**src/rtl/lin_hdr_pkg.sv**
```systemverilog
package lin_hdr_pkg;
  localparam int unsigned FRAME_BITS = 10;
  localparam logic [7:0]  SYNC_BYTE  = 8'h55;

  typedef enum logic [2:0] {
    SEG_IDLE, SEG_ARM, SEG_BRK, SEG_GAP1, SEG_SYNC, SEG_GAP2, SEG_PID
  } seg_e;

  typedef struct packed {
    logic       auto_tx;
    logic [1:0] dly;
    logic [1:0] brk;
    logic [5:0] id;
  } hdr_cfg_t;
endpackage

```
**src/rtl/lin_pid_calc.sv**
```systemverilog
module lin_pid_calc (
  input  logic [5:0] id_i,
  output logic [7:0] pid_o
);
  logic p0, p1;
  assign p0    = id_i[0] ^ id_i[1] ^ id_i[2] ^ id_i[4];
  assign p1    = ~(id_i[1] ^ id_i[3] ^ id_i[4] ^ id_i[5]);
  assign pid_o = {p1, p0, id_i};
endmodule

```
**src/rtl/lin_hdr_len_dec.sv**
```systemverilog
module lin_hdr_len_dec #(
  parameter int unsigned CNT_W = 5
) (
  input  logic             auto_i,
  input  logic [1:0]       brk_code_i,
  input  logic [1:0]       dly_code_i,
  output logic [CNT_W-1:0] brk_len_o,
  output logic [CNT_W-1:0] gap1_len_o,  // includes mandatory recessive bit
  output logic [CNT_W-1:0] gap2_len_o   // zero means skip
);
  logic [CNT_W-1:0] gap1_prog;

  always_comb begin
    unique case (brk_code_i)
      2'd0: brk_len_o = CNT_W'(13);
      2'd1: brk_len_o = CNT_W'(17);
      2'd2: brk_len_o = CNT_W'(21);
      default: brk_len_o = CNT_W'(26);
    endcase
    unique case (dly_code_i)
      2'd0: gap1_prog = CNT_W'(1);
      2'd1: gap1_prog = CNT_W'(4);
      2'd2: gap1_prog = CNT_W'(8);
      default: gap1_prog = CNT_W'(14);
    endcase
    gap1_len_o = auto_i ? gap1_prog + CNT_W'(1) : CNT_W'(1);
    if (!auto_i)                gap2_len_o = '0;
    else if (dly_code_i == 2'd0) gap2_len_o = CNT_W'(1);
    else                        gap2_len_o = CNT_W'(4);
  end
endmodule

```
**src/rtl/lin_frame_shift.sv**
```systemverilog
module lin_frame_shift #(
  parameter int unsigned FW = 10
) (
  input  logic          clk_i,
  input  logic          rst_ni,
  input  logic          load_i,
  input  logic          shift_i,
  input  logic [FW-3:0] byte_i,
  output logic          bit_o
);
  logic [FW-1:0] sh_q;

  always_ff @(posedge clk_i or negedge rst_ni) begin
    if (!rst_ni)      sh_q <= '1;
    else if (load_i)  sh_q <= {1'b1, byte_i, 1'b0};
    else if (shift_i) sh_q <= {1'b1, sh_q[FW-1:1]};
  end

  assign bit_o = sh_q[0];
endmodule

```
**src/rtl/lin_hdr_gen.sv**
```systemverilog
module lin_hdr_gen
  import lin_hdr_pkg::*;
#(
  parameter int unsigned CNT_W = 5
) (
  input  logic       clk_i,
  input  logic       rst_ni,
  input  logic       bit_tick_i,
  input  logic       start_i,
  input  logic       auto_i,
  input  logic [5:0] id_i,
  input  logic [1:0] brk_code_i,
  input  logic [1:0] dly_code_i,
  output logic       tx_o,
  output logic       busy_o,
  output logic       done_o
);
  localparam logic [CNT_W-1:0] FRAME_LAST = CNT_W'(FRAME_BITS - 1);

  seg_e             seg_q;
  logic [CNT_W-1:0] cnt_q;
  hdr_cfg_t         cfg_q;
  logic             done_q;

  logic [CNT_W-1:0] brk_len, gap1_len, gap2_len;
  logic [7:0]       pid;
  logic             start_ok, seg_end, fr_load, fr_shift, fr_bit;
  logic [7:0]       fr_byte;

  lin_hdr_len_dec #(.CNT_W(CNT_W)) u_len (
    .auto_i    (cfg_q.auto_tx),
    .brk_code_i(cfg_q.brk),
    .dly_code_i(cfg_q.dly),
    .brk_len_o (brk_len),
    .gap1_len_o(gap1_len),
    .gap2_len_o(gap2_len)
  );

  lin_pid_calc u_pid (
    .id_i (cfg_q.id),
    .pid_o(pid)
  );

  assign start_ok = start_i && (seg_q == SEG_IDLE);
  assign seg_end  = bit_tick_i && (cnt_q == '0);

  // byte frames are loaded on the tick that enters them
  assign fr_load  = seg_end && ((seg_q == SEG_GAP1) || (seg_q == SEG_GAP2) ||
                                ((seg_q == SEG_SYNC) && (gap2_len == '0)));
  assign fr_byte  = (seg_q == SEG_GAP1) ? SYNC_BYTE : pid;
  assign fr_shift = bit_tick_i && (cnt_q != '0) &&
                    ((seg_q == SEG_SYNC) || (seg_q == SEG_PID));

  lin_frame_shift #(.FW(FRAME_BITS)) u_frm (
    .clk_i  (clk_i),
    .rst_ni (rst_ni),
    .load_i (fr_load),
    .shift_i(fr_shift),
    .byte_i (fr_byte),
    .bit_o  (fr_bit)
  );

  always_ff @(posedge clk_i or negedge rst_ni) begin
    if (!rst_ni) begin
      seg_q  <= SEG_IDLE;
      cnt_q  <= '0;
      cfg_q  <= '0;
      done_q <= 1'b0;
    end else begin
      done_q <= 1'b0;
      if (start_ok) begin
        seg_q <= SEG_ARM;
        cnt_q <= '0;
        cfg_q <= '{auto_tx: auto_i, dly: dly_code_i, brk: brk_code_i, id: id_i};
      end else if (bit_tick_i && (seg_q != SEG_IDLE)) begin
        if (seg_q == SEG_ARM) begin
          seg_q <= SEG_BRK;
          cnt_q <= brk_len - CNT_W'(1);
        end else if (cnt_q != '0) begin
          cnt_q <= cnt_q - CNT_W'(1);
        end else begin
          unique case (seg_q)
            SEG_BRK: begin
              seg_q <= SEG_GAP1;
              cnt_q <= gap1_len - CNT_W'(1);
            end
            SEG_GAP1: begin
              seg_q <= SEG_SYNC;
              cnt_q <= FRAME_LAST;
            end
            SEG_SYNC: begin
              if (gap2_len == '0) begin
                seg_q <= SEG_PID;
                cnt_q <= FRAME_LAST;
              end else begin
                seg_q <= SEG_GAP2;
                cnt_q <= gap2_len - CNT_W'(1);
              end
            end
            SEG_GAP2: begin
              seg_q <= SEG_PID;
              cnt_q <= FRAME_LAST;
            end
            SEG_PID: begin
              seg_q  <= SEG_IDLE;
              done_q <= 1'b1;
            end
            default: seg_q <= SEG_IDLE;
          endcase
        end
      end
    end
  end

  always_comb begin
    unique case (seg_q)
      SEG_BRK:           tx_o = 1'b0;
      SEG_SYNC, SEG_PID: tx_o = fr_bit;
      default:           tx_o = 1'b1;
    endcase
  end

  assign busy_o = (seg_q != SEG_IDLE);
  assign done_o = done_q;
endmodule

```
**config.mk**
```make
export PLATFORM = sky130hd
export DESIGN_NAME = lin_hdr_gen
export DESIGN_NICKNAME = d
export VERILOG_FILES = /design/src/rtl/lin_hdr_pkg.sv /design/src/rtl/lin_pid_calc.sv /design/src/rtl/lin_hdr_len_dec.sv /design/src/rtl/lin_frame_shift.sv /design/src/rtl/lin_hdr_gen.sv
export SDC_FILE = /design/constraint.sdc
export NUM_CORES = 1
export LEC_CHECK = 0
export CAP_MARGIN = 30
export CORE_UTILIZATION = 60
export CTS_BUF_LIST = sky130_fd_sc_hd__clkbuf_16
export DETAILED_ROUTE_END_ITERATION = 16
export PLACE_DENSITY = 0.87
export SETUP_SLACK_MARGIN = 0.2
export SYNTH_ARGS = -nofsm -noshare
export SYNTH_HDL_FRONTEND = slang
export SYNTH_HIERARCHICAL = 1
export SYNTH_SLANG_ARGS = --single-unit
export TNS_END_PERCENT = 5
```
**constraint.sdc**
```tcl
create_clock -name clk_i -period 6.97 [get_ports clk_i]
set_input_delay 1.394 -clock clk_i [delete_from_list [all_inputs] [get_ports clk_i]]
set_output_delay 1.394 -clock clk_i [all_outputs]
set_load 0.005 [all_outputs]
```
After elaboration in Yosys (flattened, before gate mapping)
Index checks and enable logic that the tools add are counted.
{"block": "classes", "n_addsub": 5, "n_mul": 0, "div_mod_pow": 0, "order_cmp": 0, "n_eq_ne": 11, "n_shift": 0, "muxes": 26, "bitwise_logic": 7, "reduce_logical": 24}
{"op": "5-bit two-way mux", "n": 7}
{"op": "5-bit one-hot mux with 3 select lines", "n": 2}
{"op": "10-bit two-way mux", "n": 2}
{"op": "5-bit by 1-bit subtractor with 5-bit output, second input constant", "n": 4}
{"op": "3-bit two-way mux", "n": 5}
{"op": "3-bit one-hot mux with 4 select lines", "n": 1}
{"op": "4-bit one-hot mux with 3 select lines", "n": 1}
{"op": "5-bit logical NOT", "n": 2}
{"op": "3-bit == test, second input constant", "n": 3}
{"op": "8-bit two-way mux", "n": 1}
{"op": "1-bit logical AND", "n": 7}
{"op": "3-bit by 2-bit == test with 1-bit output, second input constant", "n": 2}
{"op": "6-bit nonzero test", "n": 1}
{"op": "1-bit XOR", "n": 6}
{"op": "4-bit by 1-bit adder with 5-bit output, second input constant", "n": 1}
{"op": "1-bit two-way mux", "n": 5}
{"op": "5-bit nonzero test", "n": 1}
{"op": "2-bit by 1-bit == test with 1-bit output, second input constant", "n": 2}
{"op": "2-bit == test, second input constant", "n": 2}
{"op": "2-bit logical NOT", "n": 2}
{"op": "2-bit AND reduction", "n": 2}
{"op": "2-bit nonzero test", "n": 2}
{"op": "2-bit OR reduction", "n": 2}
{"op": "3-bit by 1-bit == test with 1-bit output, second input constant", "n": 1}
{"op": "7 further kinds", "n": 9}
{"block": "word_totals", "reg_bits": 30, "latch_bits": 0, "mem_bits_rw": 0, "mem_bits_ro": 0, "inputBits": 15, "wordCells": 81, "n_memories": 0}

Logic depth before layout (Yosys ltp)
Gate-level depths: netlist of run 1.
{"block": "logic_depth", "word_depth": 10, "mapped_depth": 11, "mapped_depth_nobuf": 10}

Cells and area by module
The synthesis of run 1 kept the hierarchy.
{"module": "lin_hdr_gen", "instances": 1, "cells_each": 151, "area_per_inst_um2": 1388.8, "seq_area_each_um2": 500.5}
{"module": "lin_frame_shift", "instances": 1, "cells_each": 37, "area_per_inst_um2": 416.6, "seq_area_each_um2": 236.5}
{"module": "lin_hdr_len_dec", "instances": 1, "cells_each": 34, "area_per_inst_um2": 257.7, "seq_area_each_um2": 0.0}
{"module": "lin_pid_calc", "instances": 1, "cells_each": 13, "area_per_inst_um2": 103.8, "seq_area_each_um2": 0.0}

Worst setup path before layout of run 1
Ideal clock, no wire load.
{"block": "synth_path", "path_type": "register to register", "from": "register cfg_q[8] in the netlist's numbering", "to": "register u_frm.sh_q[7]", "setup_time_ns": 0.072, "arrival_time_ns": 2.347, "required_time_ns": 6.898, "path_slack_ns": 4.551, "stages_incl_launch_ff": 12, "path_buffers": 1, "synth_period_minus_slack_ns": 2.419, "cell_sequence": "dfrtp_1 -> inv_1 -> ha_1 -> and2_1 -> inv_1 -> ha_1 -> nor4b_2 -> a22oi_1 -> nor3_1 -> buf_6 -> nand2_1 -> o21ai_1"}
{"block": "synth_between", "elab_chain_len": 8, "elab_cells_between_ends": 9, "classes_between": "mux (3); reduce/logical (6)"}
{"element": "start: declaration", "line": "lin_hdr_gen.sv:22", "rtl": "hdr_cfg_t cfg_q;"}
{"element": "start signal: assignment", "line": "lin_hdr_gen.sv:74", "rtl": "cfg_q <= '{auto_tx: auto_i, dly: dly_code_i, brk: brk_code_i, id: id_i};"}
{"element": "2-bit logical NOT *", "line": "lin_hdr_len_dec.sv:28", "rtl": "else if (dly_code_i == 2'd0) gap2_len_o = CNT_W'(1);"}
{"element": "3-bit two-way mux *", "line": "lin_hdr_len_dec.sv:28"}
{"element": "5-bit two-way mux *", "line": "lin_hdr_len_dec.sv:27", "rtl": "if (!auto_i) gap2_len_o = '0;"}
{"element": "net gap2_len[0]", "line": "lin_hdr_gen.sv:25", "rtl": "logic [CNT_W-1:0] brk_len, gap1_len, gap2_len;"}
{"element": "5-bit logical NOT *", "line": "lin_hdr_gen.sv:49", "rtl": "((seg_q == SEG_SYNC) && (gap2_len == '0)));"}
{"element": "1-bit logical AND *", "line": "lin_hdr_gen.sv:49"}
{"element": "1-bit logical OR *", "line": "lin_hdr_gen.sv:48", "rtl": "assign fr_load = seg_end && ((seg_q == SEG_GAP1) || (seg_q == SEG_GAP2) ||"}
{"element": "1-bit logical AND *", "line": "lin_hdr_gen.sv:48"}
{"element": "net fr_load", "line": "lin_hdr_gen.sv:27", "rtl": "logic start_ok, seg_end, fr_load, fr_shift, fr_bit;"}
{"element": "10-bit two-way mux / 2-bit nonzero test (equally long branches)"}
{"element": "end signal: assignment", "line": "lin_frame_shift.sv:15", "rtl": "else if (load_i) sh_q <= {1'b1, byte_i, 1'b0};"}
{"element": "end signal: assignment", "line": "lin_frame_shift.sv:16", "rtl": "else if (shift_i) sh_q <= {1'b1, sh_q[FW-1:1]};"}
{"element": "end: declaration", "line": "lin_frame_shift.sv:11", "rtl": "logic [FW-1:0] sh_q;"}
Mark *: on every way through the listed nets, which the timed path passes. The rest lies on a longest branch.
A chain may end at the register's enable or synchronous reset.

Final worst setup path of run 1
{"block": "layout_path", "from": "register seg_q[2]", "to": "output port tx_o"}
{"block": "layout_between", "elab_chain_len": 3, "elab_cells_between_ends": 5, "classes_between": "eq/ne (3); mux (1); reduce/logical (1)"}
{"element": "start: declaration", "line": "lin_hdr_gen.sv:20", "rtl": "seg_e seg_q;"}
{"element": "start signal: assignment", "line": "lin_hdr_gen.sv:65", "rtl": "seg_q <= SEG_IDLE;"}
{"element": "start signal: assignment", "line": "lin_hdr_gen.sv:72", "rtl": "seg_q <= SEG_ARM;"}
{"element": "start signal: assignment", "line": "lin_hdr_gen.sv:77", "rtl": "seg_q <= SEG_BRK;"}
{"element": "3-bit == test", "line": "lin_hdr_gen.sv:116", "rtl": "unique case (seg_q)"}
{"element": "2-bit OR reduction", "line": "lin_hdr_gen.sv:116"}
{"element": "1-bit one-hot mux with 2 select lines *", "line": "lin_hdr_gen.sv:116"}
{"element": "end: declaration", "line": "lin_hdr_gen.sv:14", "rtl": "output logic tx_o,"}
Mark *: on every way between the ends. The rest lies on a longest branch, timed or not.

==> out/metrics.yaml, run 1 <==
syn_area_um2: 2170
final_nets: 275
finalSetupViolations: 0
first_iter_violations: 177
synth_seq_cells: 29
synthTopCellsByArea: "dfrtp_1, dfstp_2, ha_1"
cts_tree: "yes"
h-tree-depth: 2
die_x_um: 62.1
cp_top_family: "flip-flops"
yosys.area_share.simple: 0.199
ys_types: 53
vias: 1638
post_cts_resized: 0
grt_pass1_vias: 1542
grt_max_degree: 30
clockBufferDepth: 2
ys_seq_area_frac: 0.340
vdd_drop_max_v: 0.000248
ys_async_sr_fraction: 1.00
cts_made_buffers: 5
first_pass_iters: 4
synth_mux_area_frac: 0.0941
worst-path-buf-inv: 1
final.setup.tns_ns: 0
r2r-start: "cfg_q[8]"
clockRootBuffer: "clkbuf_16"
die-area_um2: 3860
worstPathMaxFanout: 15
grt-ovfl-total: 0
drc: 0
clock_sinks: 29
worstPathArrival_ns: 1.90
holdWs_ns: 0.526
grt_pass1_wl_um: 7130
yosys_most_used_dff: "dfrtp_1"
p_leak_nw: 1.02
design_area_um2: 2440
syn2layout_area_growth_pct: 12.7
worstSetupStartpoint: "seg_q[2]"
reg2reg_to: "cnt_q[2]"
hpwl_um: 2940
antenna_found_initial: 0
layout-drive-gt1-share: 0.138
synthCells: 235
post-route-period-util: 0.472
syn_avg_cell_area_um2: 9.22
io_buffers: 17
max_stage_delay_ns: 0.53
dieHeight_um: 62.1
slew_violations: 0
gp_congestion: 0.919
synth_xor_area_frac: 0.0566
cts_setup_buffers: 0
endpoint_kind: "output port"
synth_largest_area_cell: "dfrtp_1"
seq_area_um2: 737
finalHoldViolCount: 0
grt_usage: 0.239
layout_min_cycle_time_ns: 3.29
synth_compound_area_frac: 0.136
r2r_cells: 10
io_pins: 18
hp-class: "register to register"
start_util: 0.639
outcome: "finished clean"
multi_input_area_um2: 1240
ff2ff_setup_slack_ns: 4.49
via_per_inst: 5.59
ctsHoldBuffers: 0
crit_type: "register to output port"
synth_warnings: 6
crit_chain: "nor2_1, a21oi_1, nand2_1, clkdlybuf4s50_1"
ant_nets: 0
endpoint: "tx_o"
rsz0062_at_grt: "no"
worst_slew_pin_slew_ns: 0.727
cellPowerDensity_nw_per_um2: 474
antenna_cells: 0
routed_wl_um: 4170
max-slew-margin-rel: 0.514
required_ns: 5.58
fmax_ghz: 0.304
rows: 21
coreArea_um2: 3390
finalClockSkew_ns: 0.00305
critPathLaunchType: "register"
worstSkewPairLatency_ns: 0.27
path_clk_slew_ns: 0.05
drt-wirelength-per-cell_um: 14.2
nFillCells: 259
path_depth: 4
synth_edf_count: 0
synth_top_family_by_area: "simple AND/OR/NAND/NOR gates"
placement.cell_area_um2: 2300
critPathSlowestCell: "dfrtp_1"
synth_fa_ha_area_frac: 0.0808
drv_cap: 0
synth_top_area_frac: 0.231
## power by group
group	switching, W	internal (W)
clock	0.0000748	0.000130
combinational	0.000309	0.000283
sequential	0.0000956	0.000265
total	0.000480	0.000678
## registers in the layout, indices dropped and copies added (netlist names)
name and cells:
cfg_q 11, cnt_q 5, done_o 1, seg_q 3
u_frm/sh_q 9
## per-layer routing
layer	share of wire	global-route usage
met5	0	0
met4	0.027	0.122
met3	0.034	0.0607
met2	0.48	0.383
met1	0.45	0.297
## through the flow
step | util | worst slack (ns) | cells | power, W
2_1_floorplan | - | 4.55 | 237 | 0.000870
3_3_place_gp | 0.676 | 3.55 | 284 | 0.000915
3_5_place_dp | 0.678 | 3.73 | 285 | 0.000940
4_1_cts | 0.721 | 3.69 | 293 | 0.00116
5_1_grt | 0.721 | 3.60 | 293 | 0.00125
6_report | 0.721 | 3.68 | 293 | 0.00116
## final cells by class
class                           instances  share of cell area
Clock buffer                            5              0.0512
Clock inverter                          3             0.00717
Inverter                               18              0.0277
Tap cell                               46              0.0236
Timing Repair Buffer                   20              0.0789
Multi-Input combinational cell        172               0.510
Sequential cell                        29               0.302
## cells in the final DEF, fill, tap and decap left out, types with 5 or more instances in the layout
cell             count
nand2_1             22
dfrtp_1             20
inv_1               18
clkdlybuf4s50_1     17
ha_1                14
xnor2_1             11
nor2_1               9
o21ai_1              9
dfstp_2              9
nand3_1              8
o21ai_0              8
mux2i_1              8
nand2b_1             7
mux2_1               7
a21oi_1              6
and2_1               6
nor3_1               6
clkbuf_16            5
## synthesized netlist by cell type, drive strengths merged, types with 2 or more instances
cell type,n
nand2,23
dfrtp,20
inv,18
o21ai,18
buf,17
ha,14
mux2,11
xnor2,11
dfstp,9
nor2,9
a21oi,8
mux2i,8
nand3,8
nand2b,7
nor3,7
and2,6
nor4b,4
o22ai,4
and3,3
nor2b,3
xor2,3
nor3b,2
o211ai,2
o31ai,2
## kinds of logic after synthesis
kind of cell             count (synthesis)
multiplexers                            19
adder cells (fa/ha/maj)                 14
other                                    1
buffers and inverters                   36
AO/OA/AOI/OAI                           44
AND/OR/NAND/NOR                         78
flip-flops                              29
XOR/XNOR                                14
## worst min path at each step
stage | start | cells past startpoint | end
after CTS | cfg_q[6] | 1 | cfg_q[6]
after detailed placement | cnt_q[0] | 2 | cnt_q[0]
after global routing | cfg_q[2] | 1 | cfg_q[2]
after floorplan | cnt_q[0] | 2 | cnt_q[0]
final | cfg_q[6] | 1 | cfg_q[6]
after global placement | u_frm/sh_q[8] | 2 | u_frm/sh_q[8]
Power figures use the tool's default switching activity.
==> run 2, diff against run 1 <==
Settings changed: CORE_UTILIZATION 60 to 52, PLACE_DENSITY 0.87 to 0.81.
Clock period 6.97 ns to 2.91 ns, I/O delays scaled along.
==> out/metrics.yaml, run 2 (synthesized netlist as in run 1, its figures left out) <==
outcome: "finished clean"
drv_cap: 0  # unchanged
vdd_drop_max_v: 0.000643  # +160%
clockBufferDepth: 2  # unchanged
die_x_um: 66.6  # +7.2%
worstPathMaxFanout: 15  # unchanged
antenna_cells: 0  # unchanged
routed_wl_um: 4120  # -1.4%
holdWs_ns: 0.521  # -0.00500 ns
crit_type: "register to output port"
critPathLaunchType: "register"
vias: 1641  # +0.18%
worstHoldStart: "cfg_q[6]"
rows: 23  # +9.5%
h-tree-depth: 2  # unchanged
largest_reg_flops: 11  # unchanged
ant_nets: 0  # unchanged
fin_cells: 300  # +2.4%
hp-class: "register to register"
worstPathArrival_ns: 1.83  # -0.07 ns
p_total_w: 0.00278  # +140%
dieHeight_um: 66.6  # +7.2%
first_iter_violations: 92  # -48%
grt_pass1_vias: 1503  # -2.5%
finalSetupViolations: 0  # unchanged
first_pass_iters: 4  # unchanged
cts_tree: "yes"
critPathSlowestCell: "dfrtp_1"
io_buffers: 17  # unchanged
clockRootBuffer: "clkbuf_16"
fmax_ghz: 0.414
clock_sinks: 29  # unchanged
grt_usage: 0.210  # -0.0290
final_common_cell: "nand2_1"
required_ns: 2.33  # -3.25 ns
p_leak_nw: 1.04  # +1.4%
top_regs: "cfg_q (11), u_frm/sh_q (9), cnt_q (5)"
slew_violations: 0  # unchanged
syn2layout_area_growth_pct: 14.0
coreArea_um2: 4000  # +18%
max-slew-margin-rel: 0.634  # +0.120
crit_chain: "or3_1, clkdlybuf4s50_1"
r2r-start: "cfg_q[8]"
ctsHoldBuffers: 0  # unchanged
layout-drive-gt1-share: 0.148  # +0.0103
worst-path-buf-inv: 1  # unchanged
cts_setup_buffers: 0  # unchanged
die-area_um2: 4430  # +15%
post-route-period-util: 0.829
worstSkewPairLatency_ns: 0.27  # about the same
antenna_found_initial: 0  # unchanged
grt_max_degree: 30  # unchanged
finalHoldViolCount: 0  # unchanged
final_nets: 278  # +1.1%
cellPowerDensity_nw_per_um2: 1130  # +140%
start_util: 0.542  # -0.0976
endpoint_kind: "output port"
cts_made_buffers: 5  # unchanged
final.setup.tns_ns: 0  # unchanged
grt-ovfl-total: 0  # unchanged
finalClockSkew_ns: 0.00334  # +0.000292 ns
grt_pass1_wl_um: 6860  # -3.9%
drt-wirelength-per-cell_um: 13.7  # -3.7%
worstSetupStartpoint: "seg_q[0]"
layout_min_cycle_time_ns: 2.41
final_cell_mix: "nand2_1, dfrtp_1, inv_1"
drc: 0  # unchanged
path_clk_slew_ns: 0.05  # about the same
via_per_inst: 5.47  # -2.2%
hpwl_um: 2990  # +1.5%
cp_top_family: "flip-flops"
gp_congestion: 0.908  # -1.3%
largest_register: "cfg_q"
max_stage_delay_ns: 0.56  # +0.03 ns
rsz0062_at_grt: "no"
post_cts_resized: 0  # unchanged
worst_slew_pin_slew_ns: 0.549  # -0.177 ns
placed_cells: 292  # +2.5%
io_pins: 18  # unchanged
[run 2: changes by cell type in the layout (fill, tap and decap cells not counted)]
cell / before / now
buf_4: 3 / 6
[run 2: worst paths after layout]
path / to / slack [ns] / cells after the start
hold / removal: cfg_q[6] / 0.52 / 1
max in group asynchronous: u_frm/sh_q[0] / 1.90 / 2
setup / recovery: busy_o / 0.50 / 2
hold reg to reg: cfg_q[6] / 0.52 / 1
setup reg to reg: cnt_q[2] / 0.50 / 10
min in group asynchronous: cfg_q[2] / 0.69 / 2
[run 2: final cells by class]
class | instances | area [µm²]
well taps | 50 | 62.6
multi-input cells | 172 | 1240
fillers | 327 | 1530
repair buffers | 23 | 215
flip-flops and latches | 29 | 737
clock buffers | 5 | 125
clock inverters | 3 | 17.5
inverters | 18 | 67.6
[run 2: per-layer routing]
layer	GRT usage	routed length (µm)	vias to the layer above
li1	-	-	823
met1	0.270	1870	765
met3	0.0719	212	6
met5	0	0	-
met2	0.328	1980	47
met4	0.0665	46	0
[run 2: worst reg2reg max path, cell delays in order (launching register included)]
cell	delay, ns
dfrtp_1	0.42
inv_1	0.13
ha_1	0.17
and2_1	0.18
inv_1	0.06
ha_1	0.22
nor4b_2	0.19
or4b_1	0.52
o22ai_1	0.18
o21ai_0	0.10
o2bb2ai_1	0.15
[run 2: stage by stage]
stage	setup slack [ns]	util	cell area (µm²)
after floorplan	0.491	-	2170
after global placement	0.635	0.582	2330
after detailed placement	0.523	0.582	2330
after CTS	0.506	0.617	2470
after global routing	0.296	0.617	2470
final	0.497	0.617	2470
[run 2: where the power goes]
group | internal [W] | switching (W)
Combinational | 0.000695 | 0.000738
Sequential | 0.000633 | 0.000223
Clock | 0.000313 | 0.000181
Total | 0.00164 | 0.00114
==> run 3, diff against run 2 <==
Settings changed: CORE_UTILIZATION 52 to 58, PLACE_DENSITY 0.81 to 0.85.
Clock period 2.91 ns to 2.5 ns, I/O delays scaled along.
==> out/metrics.yaml, run 3 (synthesized netlist as in run 1, its figures left out) <==
grt_usage: 0.247  # +0.0371
p_int_w: 0.00198  # +21%
post-place-ws_ns: 0.154  # -0.369 ns
outcome: "finished clean"
finalSetupViolations: 0  # unchanged
endpoint_kind: "register"
worstSkewPairLatency_ns: 0.28  # about the same
hp-class: "register to register"
h-tree-depth: 2  # unchanged
cp_top_family: "simple AND/OR/NAND/NOR gates"
finalClockSkew_ns: 0.00360  # +0.000261 ns
fin_cells: 301  # +0.33%
finalHoldViolCount: 0  # unchanged
required_ns: 2.70  # +0.37 ns
rsz0062_at_grt: "yes"
die-area_um2: 3980  # -10%
max_stage_delay_ns: 0.51  # -0.05 ns
layout_min_cycle_time_ns: 2.24
die_x_um: 63.1  # -5.2%
largest_register: "cfg_q"
nFillCells: 280  # -14%
final_nets: 283  # +1.8%
grt_pass1_wl_um: 7410  # +8.0%
grt_pass1_vias: 1599  # +6.4%
ctsHoldBuffers: 0  # unchanged
path_common_cell: "ha_1"
cts_tree: "yes"
io_pins: 18  # unchanged
syn2layout_area_growth_pct: 17.0
crit_type: "register to register"
top_regs: "cfg_q (11), u_frm/sh_q (9), cnt_q (5)"
p_leak_nw: 1.07  # +3.5%
hpwl_um: 3200  # +7.1%
p_clk_frac: 0.166  # -0.011
r2r_cells: 10  # unchanged
p_switching_w: 0.00141  # +23%
clockBufferDepth: 2  # unchanged
gp_congestion: 0.881  # -2.9%
cellPowerDensity_nw_per_um2: 1340  # +19%
cts_made_buffers: 5  # unchanged
drt-wirelength-per-cell_um: 15.1  # +9.7%
ant_nets: 0  # unchanged
pwr-share-seq: 0.294  # -0.014
worst-path-buf-inv: 2  # +1
dieHeight_um: 63.1  # -5.2%
placement.cell_area_um2: 2330  # +0.32%
path_clk_slew_ns: 0.05  # about the same
critPathSlowestCell: "or4b_4"
final_core_utilization: 0.731  # +0.113
largest_reg_flops: 11  # unchanged
grt-ovfl-total: 0  # unchanged
clock_sinks: 29  # unchanged
io_buffers: 17  # unchanged
first_iter_violations: 76  # -17%
vias: 1700  # +3.6%
drv_cap: 0  # unchanged
final_common_cell: "nand2_1"
drc: 0  # unchanged
clockRootBuffer: "clkbuf_16"
design_area_um2: 2530  # +2.6%
first_pass_iters: 4  # unchanged
path_depth: 10  # +8
via_per_inst: 5.65  # +3.3%
final_cell_mix: "nand2_1, inv_1, dfrtp_1, clkdlybuf4s50_1, ha_1"
worstPathArrival_ns: 2.45  # +0.62 ns
vdd_drop_max_v: 0.000823  # +28%
placed_cells: 289  # -1.0%
fin_ws_ns: 0.256  # -0.241 ns
hold_depth: 1  # unchanged
layout-drive-gt1-share: 0.200  # +0.0520
fmax_ghz: 0.446
p_comb_frac: 0.541  # +0.026
crit_chain: "inv_2, ha_1, and2_4, inv_1, ha_1, nor4b_4, or4b_4, o22ai_2, o21ai_0, o2bb2ai_1"
rows: 21  # -8.7%
grt_max_degree: 30  # unchanged
routed_wl_um: 4530  # +10%
antenna_found_initial: 0  # unchanged
coreArea_um2: 3470  # -13%
slew_violations: 0  # unchanged
worstPathMaxFanout: 5  # -10
final.setup.tns_ns: 0  # unchanged
post-route-period-util: 0.897
critPathLaunchType: "register"
sw_frac_of_total: 0.415  # +0.00420
start_util: 0.625  # +0.0831
antenna_cells: 0  # unchanged
[run 3: cell count changes in the layout (fill, tap and decap cells not counted), moves of 2 or more]
cell,before,now
dfrtp_2,0,3
dfrtp_1,20,17
inv_2,0,2
buf_4,6,11
[run 3: timing repair]
| item | CTS | global route |
|---|---|---|
| gates resized for setup | 1 | 10 |
| pin swaps | 0 | 1 |
| setup endpoints to repair | 12 | 14 |
| gates cloned | 0 | 0 |
| buffers inserted | 0 | 4 |
[run 3: metrics by stage]
stage               power (W)  hold WS [ns]
finish                0.00339         0.529
global route          0.00367         0.544
CTS                   0.00328         0.536
detailed placement    0.00269         0.524
global placement      0.00261         0.519
floorplan             0.00243         0.204
[run 3: final cells by class]
class	count	area, µm²	share of cell area
well taps	46	57.6	0.0227
clock buffers	5	125	0.0494
repair buffers	28	253	0.0997
clock inverters	3	13.8	0.00543
flip-flops and latches	29	741	0.292
multi-input cells	172	1280	0.504
inverters	18	67.6	0.0267
[run 3: final timing paths]
check | startpoint | to | slack (ns)
worst min register to register | cfg_q[6] | cfg_q[6] | 0.53
worst max-delay path | cfg_q[8] | cnt_q[2] | 0.26
max in group asynchronous | rst_ni | u_frm/sh_q[1] | 1.59
worst min-delay path | cfg_q[6] | cfg_q[6] | 0.53
worst max register to register | cfg_q[8] | cnt_q[2] | 0.26
min in group asynchronous | rst_ni | cnt_q[0] | 0.61
[run 3: power groups by stage]
stage               sequential (W)  clock (W)  combinational, W
floorplan                 0.000890          0           0.00154
global placement          0.000970          0           0.00164
detailed placement        0.000992          0           0.00170
CTS                       0.000985   0.000569           0.00173
global route               0.00104   0.000593           0.00204
finish                    0.000995   0.000562           0.00183
[run 3: metal layers]
metal | GRT usage | wire length (µm) | vias up | part of all wire
li1 | - | - | 835 | -
met1 | 0.325 | 1970 | 792 | 0.43
met2 | 0.380 | 2160 | 62 | 0.48
met3 | 0.0670 | 305 | 11 | 0.067
met4 | 0.105 | 93 | 0 | 0.021
met5 | 0 | 0 | - | 0
